$ cat config.mk
export PLATFORM = sky130hd
export DESIGN_NAME = irq_ctrl_unit
export DESIGN_NICKNAME = d
export VERILOG_FILES = /design/src/rtl/irq_ctrl_unit.sv
export SDC_FILE = /design/constraint.sdc
export NUM_CORES = 1
export LEC_CHECK = 0
export CAP_MARGIN = 40
export CORE_MARGIN = 2
export CORE_UTILIZATION = 25
export CTS_CLUSTER_SIZE = 20
export DETAILED_ROUTE_END_ITERATION = 7
export GPL_ROUTABILITY_DRIVEN = 0
export PLACE_DENSITY = 0.52
export SKIP_LAST_GASP = 1
export SLEW_MARGIN = 20
export SYNTH_ARGS = -nofsm -noshare
export SYNTH_HDL_FRONTEND = slang
export SYNTH_SLANG_ARGS = --single-unit
$ cat constraint.sdc
create_clock -name clk -period 3.3 [get_ports clk]
set_clock_uncertainty 0.05 [all_clocks]
set_input_delay 0.66 -clock clk [delete_from_list [all_inputs] [get_ports clk]]
set_output_delay 0.66 -clock clk [all_outputs]
set_load 0.02 [all_outputs]
$ cat src/rtl/irq_ctrl_unit.sv
module irq_ctrl_unit #(
  parameter int PORT_W      = 8,
  parameter int SYNC_STAGES = 2
) (
  input  logic              clk,
  input  logic              rst_n,
  input  logic              ctl_we,
  input  logic [7:0]        ctl_wdata,
  output logic [7:0]        ctl_rdata,
  input  logic              tmr_wrap,
  input  logic              ext_pin,
  input  logic [PORT_W-1:0] port_in,
  input  logic [PORT_W-1:0] chg_mask,
  input  logic              periph_irq,
  output logic              irq
);
  localparam int EN_W = 5;

  logic [EN_W-1:0]        en_q;
  logic                   tmr_f, pin_f, chg_f;
  logic [SYNC_STAGES:0]   pin_s;
  logic [PORT_W-1:0]      port_s [SYNC_STAGES];
  logic [PORT_W-1:0]      port_last;
  logic                   pin_rise, port_hit;

  always_ff @(posedge clk or negedge rst_n)
    if (!rst_n) pin_s <= '0;
    else        pin_s <= {pin_s[SYNC_STAGES-1:0], ext_pin};

  always_ff @(posedge clk or negedge rst_n)
    if (!rst_n) begin
      for (int i = 0; i < SYNC_STAGES; i++) port_s[i] <= '0;
      port_last <= '0;
    end else begin
      port_s[0] <= port_in;
      for (int i = 1; i < SYNC_STAGES; i++) port_s[i] <= port_s[i-1];
      port_last <= port_s[SYNC_STAGES-1];
    end

  assign pin_rise = pin_s[SYNC_STAGES-1] & ~pin_s[SYNC_STAGES];
  assign port_hit = |((port_s[SYNC_STAGES-1] ^ port_last) & chg_mask);

  always_ff @(posedge clk or negedge rst_n)
    if (!rst_n) begin
      en_q  <= '0;
      tmr_f <= 1'b0;
      pin_f <= 1'b0;
    end else begin
      if (ctl_we) en_q <= ctl_wdata[7:3];
      tmr_f <= tmr_wrap | (ctl_we ? ctl_wdata[2] : tmr_f);
      pin_f <= pin_rise | (ctl_we ? ctl_wdata[1] : pin_f);
    end

  always_ff @(posedge clk)
    chg_f <= port_hit | (ctl_we ? ctl_wdata[0] : chg_f);

  assign ctl_rdata = {en_q, tmr_f, pin_f, chg_f};

  assign irq = en_q[4] & ((en_q[2] & tmr_f) | (en_q[1] & pin_f) |
                          (en_q[0] & chg_f) | (en_q[3] & periph_irq));
endmodule

==> results of run 1 <==
[worst min-delay path by stage]
stage | startpoint | end | cells after the start | slack [ns]
final | port_s[12] | port_s[4] | 0 | 0.30
after global routing | port_s[14] | port_s[6] | 0 | 0.31
after CTS | port_s[12] | port_s[4] | 0 | 0.30
after detailed placement | port_s[12] | port_s[4] | 0 | 0.28
after global placement | port_s[10] | port_s[2] | 0 | 0.28
after floorplan | pin_s[0] | pin_s[1] | 0 | 0.28
[logic make-up (layout without fill, tap and decap cells)]
group                  Yosys count  count (layout)  share of synthesized area, %
AO/OA/AOI/OAI                    9               9                          6.91
flip-flops                      35              35                          76.4
AND/OR/NAND/NOR                  3               3                          1.76
XOR/XNOR                         8               8                          6.15
buffers and inverters            5              48                          2.96
multiplexers                     6               6                          5.82
[cells in the final DEF (no fill, tap or decap), drive strengths merged, types with 2 or more instances in the layout]
master,netlist,routed
a221oi,2,2
a22oi,2,2
and2b,2,2
clkbuf,0,6
clkdlybuf4s50,0,38
dfrtp,34,34
mux2,5,5
xor2,8,8
[power by group through the flow]
stage	clock network [mW]	logic, mW	registers (mW)
finish	0.290	0.106	0.468
global route	0.326	0.115	0.471
CTS	0.305	0.109	0.468
detailed placement	0	0.108	0.476
global placement	0	0.107	0.475
floorplan	0	0.0360	0.481
[worst max-delay path, cell delays in order]
cell and delay, ns:
clkdlybuf4s50_1 0.45, a22oi_1 0.05, a21boi_0 0.15, clkdlybuf4s50_1 0.62
[registers in the layout, summed over array words and instances, names as in the netlist]
signal     count
port_s        16
port_last      8
pin_f          1
en_q           5
pin_s          3
chg_f          1
tmr_f          1
[routing by layer]
layer	global-route usage (%)	vias up	part of all wire (%)
met3	3.52	6	8.8
met4	5.03	0	2.4
met5	0	-	0
met2	11.8	35	43
met1	11.3	282	46
li1	-	308	-
[through the flow]
stage	hold WS [ns]	cells	utilization, %
floorplan	0.281	66	-
global placement	0.282	153	35.6
detailed placement	0.285	153	35.6
CTS	0.300	161	37.6
global route	0.307	161	37.6
finish	0.299	161	37.6
[cell type report]
type                            instances  area (µm²)  share of cell area, %
Clock buffer                            6        72.6                   4.40
Clock inverter                          2        12.5                  0.759
Inverter                                1        3.75                  0.228
Multi-Input combinational cell         26         235                   14.3
Sequential cell                        35         871                   52.8
Tap cell                               52        65.1                   3.95
Timing Repair Buffer                   39         388                   23.5
==> results by group, run 1 <==
Drt
  – Initial DRT Pass Iterations: 4
  – Antenna viol nets, final: 0
  – Vias per cell: just under 4
  – DRC: 0
  – DR WL/cell: 11.5 µm
  – Final WL: between 1500 and 2000 µm
  – Initial DRC Count: 18
  – Vias: between 600 and 700

Clocking
  – CTS tree: yes
  – Htree depth: 2
  – Post-CTS resize count: 0
  – Hold-fix buffers, CTS: 0
  – Clock buffer depth: 2
  – Clk root buf: clkbuf_8
  – Clk Latency, worst-skew pair: 0.28 ns
  – Clock slew at reported path FFs: about 0.07 ns
  – Clk sinks: 35
  – Post-CTS Setup Inserts: 0
  – CTS Buf Count: 5

Synth
  – Post-synth top area share: between 70% and 80%
  – Mapped Avg Cell Area: between 15 and 20 µm²
  – Yosys top cell by area: dfrtp_1
  – Syn Inst Count: 66
  – Dominant synthesized flop cell: dfrtp_1
  – Seq/Total Area, Yosys: 76.4%
  – Asr flop ratio synth: 97.1%
  – Post-synth EDFFs: 0
  – Unique masters post-synth: 17
  – Top-count cell post-synth: dfrtp_1
  – Commonest cells in the netlist: dfrtp_1 (34), xor2_1 (8), mux2_2 (5), buf_4 (4)
  – Warnings, synthesis: 0
  – Synth Register Bits: 35
  – Syn Nets: 96
  – Area contributors post-synth: dfrtp_1 (75%), xor2_1 (6.1%), mux2_2 (4.9%)
  – Area of the mapped netlist: 1140 µm²

Flow run
  – Max cap viols: 0

Final layout
  – Post-Layout Inst Area: around 1600 µm²
  – Fillcell total: 420
  – Layout cells sized above 1: between 10% and 20%
  – Number of diodes: 0
  – Nets: 138
  – Area growth, synth to finish: 44.6%

Status
  – Status: completed

Placement
  – Post-DP HPWL: 1370 µm
  – Dpl ws: approximately 0.64 ns
  – PortBufs: 38
  – Placed Area: 1560 µm²

Timing
  – Fin crit period: 2.65 ns
  – Max Transition Viols Final: 0
  – Unrepaired setup endpoints after global routing: false
  – Max Fclk: 0.378 GHz
  – Hold Fails Final Rpt: 0
  – Total negative setup slack: 0 ns
  – Final worst-path cycle share: 80.3%
  – Final setup vio count: 0
  – Least-Margin Pin Slew: 0.410 ns
  – Worst slew margin: 72.6%
  – Fin worst setup slack: 0.651 ns

Pwr
  – Power Density: roughly 520 nW/µm²
  – Share of power burned in registers: 54.2%
  – Clock network power share: 33.6%
  – Max VDD drop: 223 µV
  – Total chip power: 0.864 mW
  – Net Switching: 0.197 mW
  – Leak: 0.697 nW
  – Sw frac: between 20% and 30%
  – Comb pwr share: between 10% and 20%
  – Internal power: 0.667 mW

Critical path
  – CP max FO: 1
  – R2r endpoint: chg_f
  – Critical path endpoint: irq
  – Crit Reg-Reg Startpoint: port_last[4]
  – Critical Path Source: periph_irq
  – R2R depth: 4
  – Kind of critical path: in2out
  – Setup crit end kind: output port
  – CP Launch Type: primary input
  – Critical Path RT: 2.59 ns
  – Reg2Reg Setup Slack: 2.08 ns
  – Arrival time worst endpoint: 1.94 ns

Die
  – Initial core utilization: 26.0%
  – Die area: 5120 µm²
  – I/O Pins: 39
  – Die X: 71.5 µm
  – Core area: 4380 µm²
  – Cell Rows: 24
  – Die Y: ~72 µm

GRT
  – GRT Resource Usage Total: 8.59%
  – Initial antenna violation count: 0
  – First-pass GRT wire length: 3250 µm
  – Vias in the first global route: 718
  – Largest net degree at the start of global routing: 35
  – GR Overflow Total: 0

Min path
  – Worst Hold Class: reg2reg
Note: power is estimated with default switching activity, not from simulation.
==> run 2, diff against run 1 <==
clock period = 2.7 ns   (was 3.3 ns; I/O delays follow)
==> run 2 against run 1 <==
  * Hold slack worse by 0.0015 ns
  * Core utilization up 0.63 points
  * Combinational power up 24%
==> results by group, run 2 (synthesized netlist as in run 1, its figures left out) <==
Drt
  – Initial DRT Pass Iterations: 4 (unchanged)
  – Initial DRC Count: 17 (-1)
  – Vias per cell: 4.01 (+2.4%)
  – Final WL: 1880 µm (+1.8%)
  – Vias: 646 (+2.4%)
  – Antenna viol nets, final: 0 (unchanged)
  – DR WL/cell: 11.7 µm (+1.8%)
  – DRC: 0 (unchanged)

Clocking
  – Clk sinks: 35 (unchanged)
  – CTS tree: yes
  – Post-CTS Setup Inserts: 0 (unchanged)
  – Post-CTS resize count: 0 (unchanged)
  – Clock slew at reported path FFs: 0.06 ns (about the same)
  – Clk Latency, worst-skew pair: 0.28 ns (about the same)
  – Clock buffer depth: 2 (unchanged)
  – Clk root buf: clkbuf_8
  – Hold-fix buffers, CTS: 0 (unchanged)
  – CTS Buf Count: 5 (unchanged)
  – Htree depth: 2 (unchanged)

Timing
  – Max Transition Viols Final: 0 (unchanged)
  – Max Fclk: ~0.41 GHz
  – Hold Fails Final Rpt: 0 (unchanged)
  – Final worst-path cycle share: 89.5%
  – Worst slew margin: 71.0% (-1.6 points)
  – Total negative setup slack: 0 ns (unchanged)
  – Final setup vio count: 0 (unchanged)
  – Unrepaired setup endpoints after global routing: false
  – Least-Margin Pin Slew: 0.433 ns (+0.0235 ns)
  – Fin crit period: 2.42 ns

Final layout
  – Multi-input gate area: 235 µm² (unchanged)
  – Layout cells sized above 1: 13.8% (+0.92 points)
  – Top Registers: port_s: 16 flops, port_last: 8 flops, en_q: 5 flops
  – Largest register FFs: 16 (unchanged)
  – Area growth, synth to finish: 47.0%
  – Fillcell total: 414 (-1.4%)
  – Top reg by flops: port_s
  – Layout Cells excl Fill: 161 (unchanged)
  – Most frequent cells in the layout: clkdlybuf4s50_1 (38), dfrtp_1 (34), xor2_1 (8)
  – Register area: 871 µm² (unchanged)
  – Number of diodes: 0 (unchanged)
  – Most common cell after layout, fill and taps aside: clkdlybuf4s50_1
  – Nets: 138 (unchanged)

GRT
  – GRT Resource Usage Total: 8.54% (-0.049 points)
  – Initial antenna violation count: 0 (unchanged)
  – GR Overflow Total: 0 (unchanged)
  – Largest net degree at the start of global routing: 35 (unchanged)
  – Vias in the first global route: 736 (+2.5%)
  – First-pass GRT wire length: 3270 µm (+0.65%)

Critical path
  – R2R depth: 4 (unchanged)
  – Setup crit end kind: output port
  – CP Launch Type: primary input
  – Arrival time worst endpoint: 1.83 ns (-0.11 ns)
  – Kind of critical path: in2out
  – Delay-heaviest family, CP: buffers and inverters
  – CP max FO: 1 (unchanged)
  – R2r endpoint: chg_f
  – Buf+Inv Stages, Crit Path: 2 (unchanged)
  – Most used cell along the critical path: clkdlybuf4s50_1
  – Worst path cell trace: clkdlybuf4s50_1 > a22oi_1 > a21boi_0 > clkdlybuf4s50_1
  – Critical Path RT: 2.11 ns (-0.48 ns)
  – CP max stage cell: clkdlybuf4s50_1
  – CP peak stage delay: 0.62 ns (about the same)
  – Crit Reg-Reg Startpoint: port_last[4]
  – Reg2Reg Setup Slack: 1.47 ns (-0.61 ns)

Die
  – Cell Rows: 24 (unchanged)
  – Die area: 5120 µm² (unchanged)
  – Die Y: 71.5 µm (unchanged)
  – Die X: 71.5 µm (unchanged)
  – Core area: 4380 µm² (unchanged)
  – I/O Pins: 39 (unchanged)
  – Initial core utilization: 26.0% (unchanged)

Placement
  – Placed Cells: 153 (unchanged)
  – PortBufs: 38 (unchanged)
  – Post-DP HPWL: 1360 µm (-0.81%)

Pwr
  – Max VDD drop: 284 µV (+28%)
  – Share of power burned in registers: 49.4% (-4.8 points)
  – Internal power: 0.910 mW (+36%)
  – Leak: 0.713 nW (+2.4%)
  – Power Density: 690 nW/µm² (+32%)
  – Comb pwr share: 11.3% (-1.0 points)
  – Clock network power share: 39.3% (+5.7 points)
  – Net Switching: 0.247 mW (+25%)
  – Sw frac: 21.3% (-1.4 points)

Status
  – Status: completed

Flow run
  – Max cap viols: 0 (unchanged)

Min path
  – Hold depth: 0 (unchanged)
  – WHS Endpoint: pin_s[1]
  – Min-Delay Startpoint: pin_s[0]
  – Worst Hold Class: reg2reg
[run 2: area by class of cell]
cell class	instances	share of cell area, %
clock buffers	5	4.11
flip-flops and latches	35	52.0
clock inverters	3	2.61
multi-input cells	26	14.0
repair buffers	39	23.2
inverters	1	0.224
well taps	52	3.88
[run 2: worst max-delay path by stage]
stage	from	end	slack [ns]	cells after the start
6_report	periph_irq	irq	0.28	4
5_1_grt	periph_irq	irq	0.25	4
4_1_cts	periph_irq	irq	0.28	4
3_5_place_dp	periph_irq	irq	0.29	4
3_3_place_gp	periph_irq	irq	0.30	4
2_1_floorplan	periph_irq	irq	1.02	2
[run 2: metrics by stage]
stage          cell area, µm²  utilization, %  setup WS [ns]  hold WS [ns]  power, mW
2_1_floorplan            1140               -           1.02         0.194      0.632
3_3_place_gp             1560            35.6          0.298         0.283      0.712
3_5_place_dp             1560            35.6          0.286         0.285      0.714
4_1_cts                  1680            38.2          0.280         0.300       1.18
5_1_grt                  1680            38.2          0.250         0.307       1.21
6_report                 1680            38.2          0.283         0.298       1.16
[run 2: per-layer routing]
| metal | up-vias | wire length, µm | GRT usage (%) | part of all wire [%] |
|---|---|---|---|---|
| met1 | 302 | 830 | 10.7 | 44 |
| met5 | - | 0 | 0 | 0 |
| met3 | 3 | 168 | 3.09 | 8.9 |
| met2 | 34 | 859 | 13.0 | 46 |
| li1 | 307 | - | - | - |
| met4 | 0 | 25 | 4.40 | 1.3 |
[run 2: power by group through the flow]
stage          logic (mW)  registers (mW)  clock network [mW]
6_report            0.131           0.571               0.455
5_1_grt             0.143           0.575               0.497
4_1_cts             0.133           0.572               0.473
3_5_place_dp        0.132           0.582                   0
3_3_place_gp        0.131           0.581                   0
2_1_floorplan      0.0440           0.588                   0
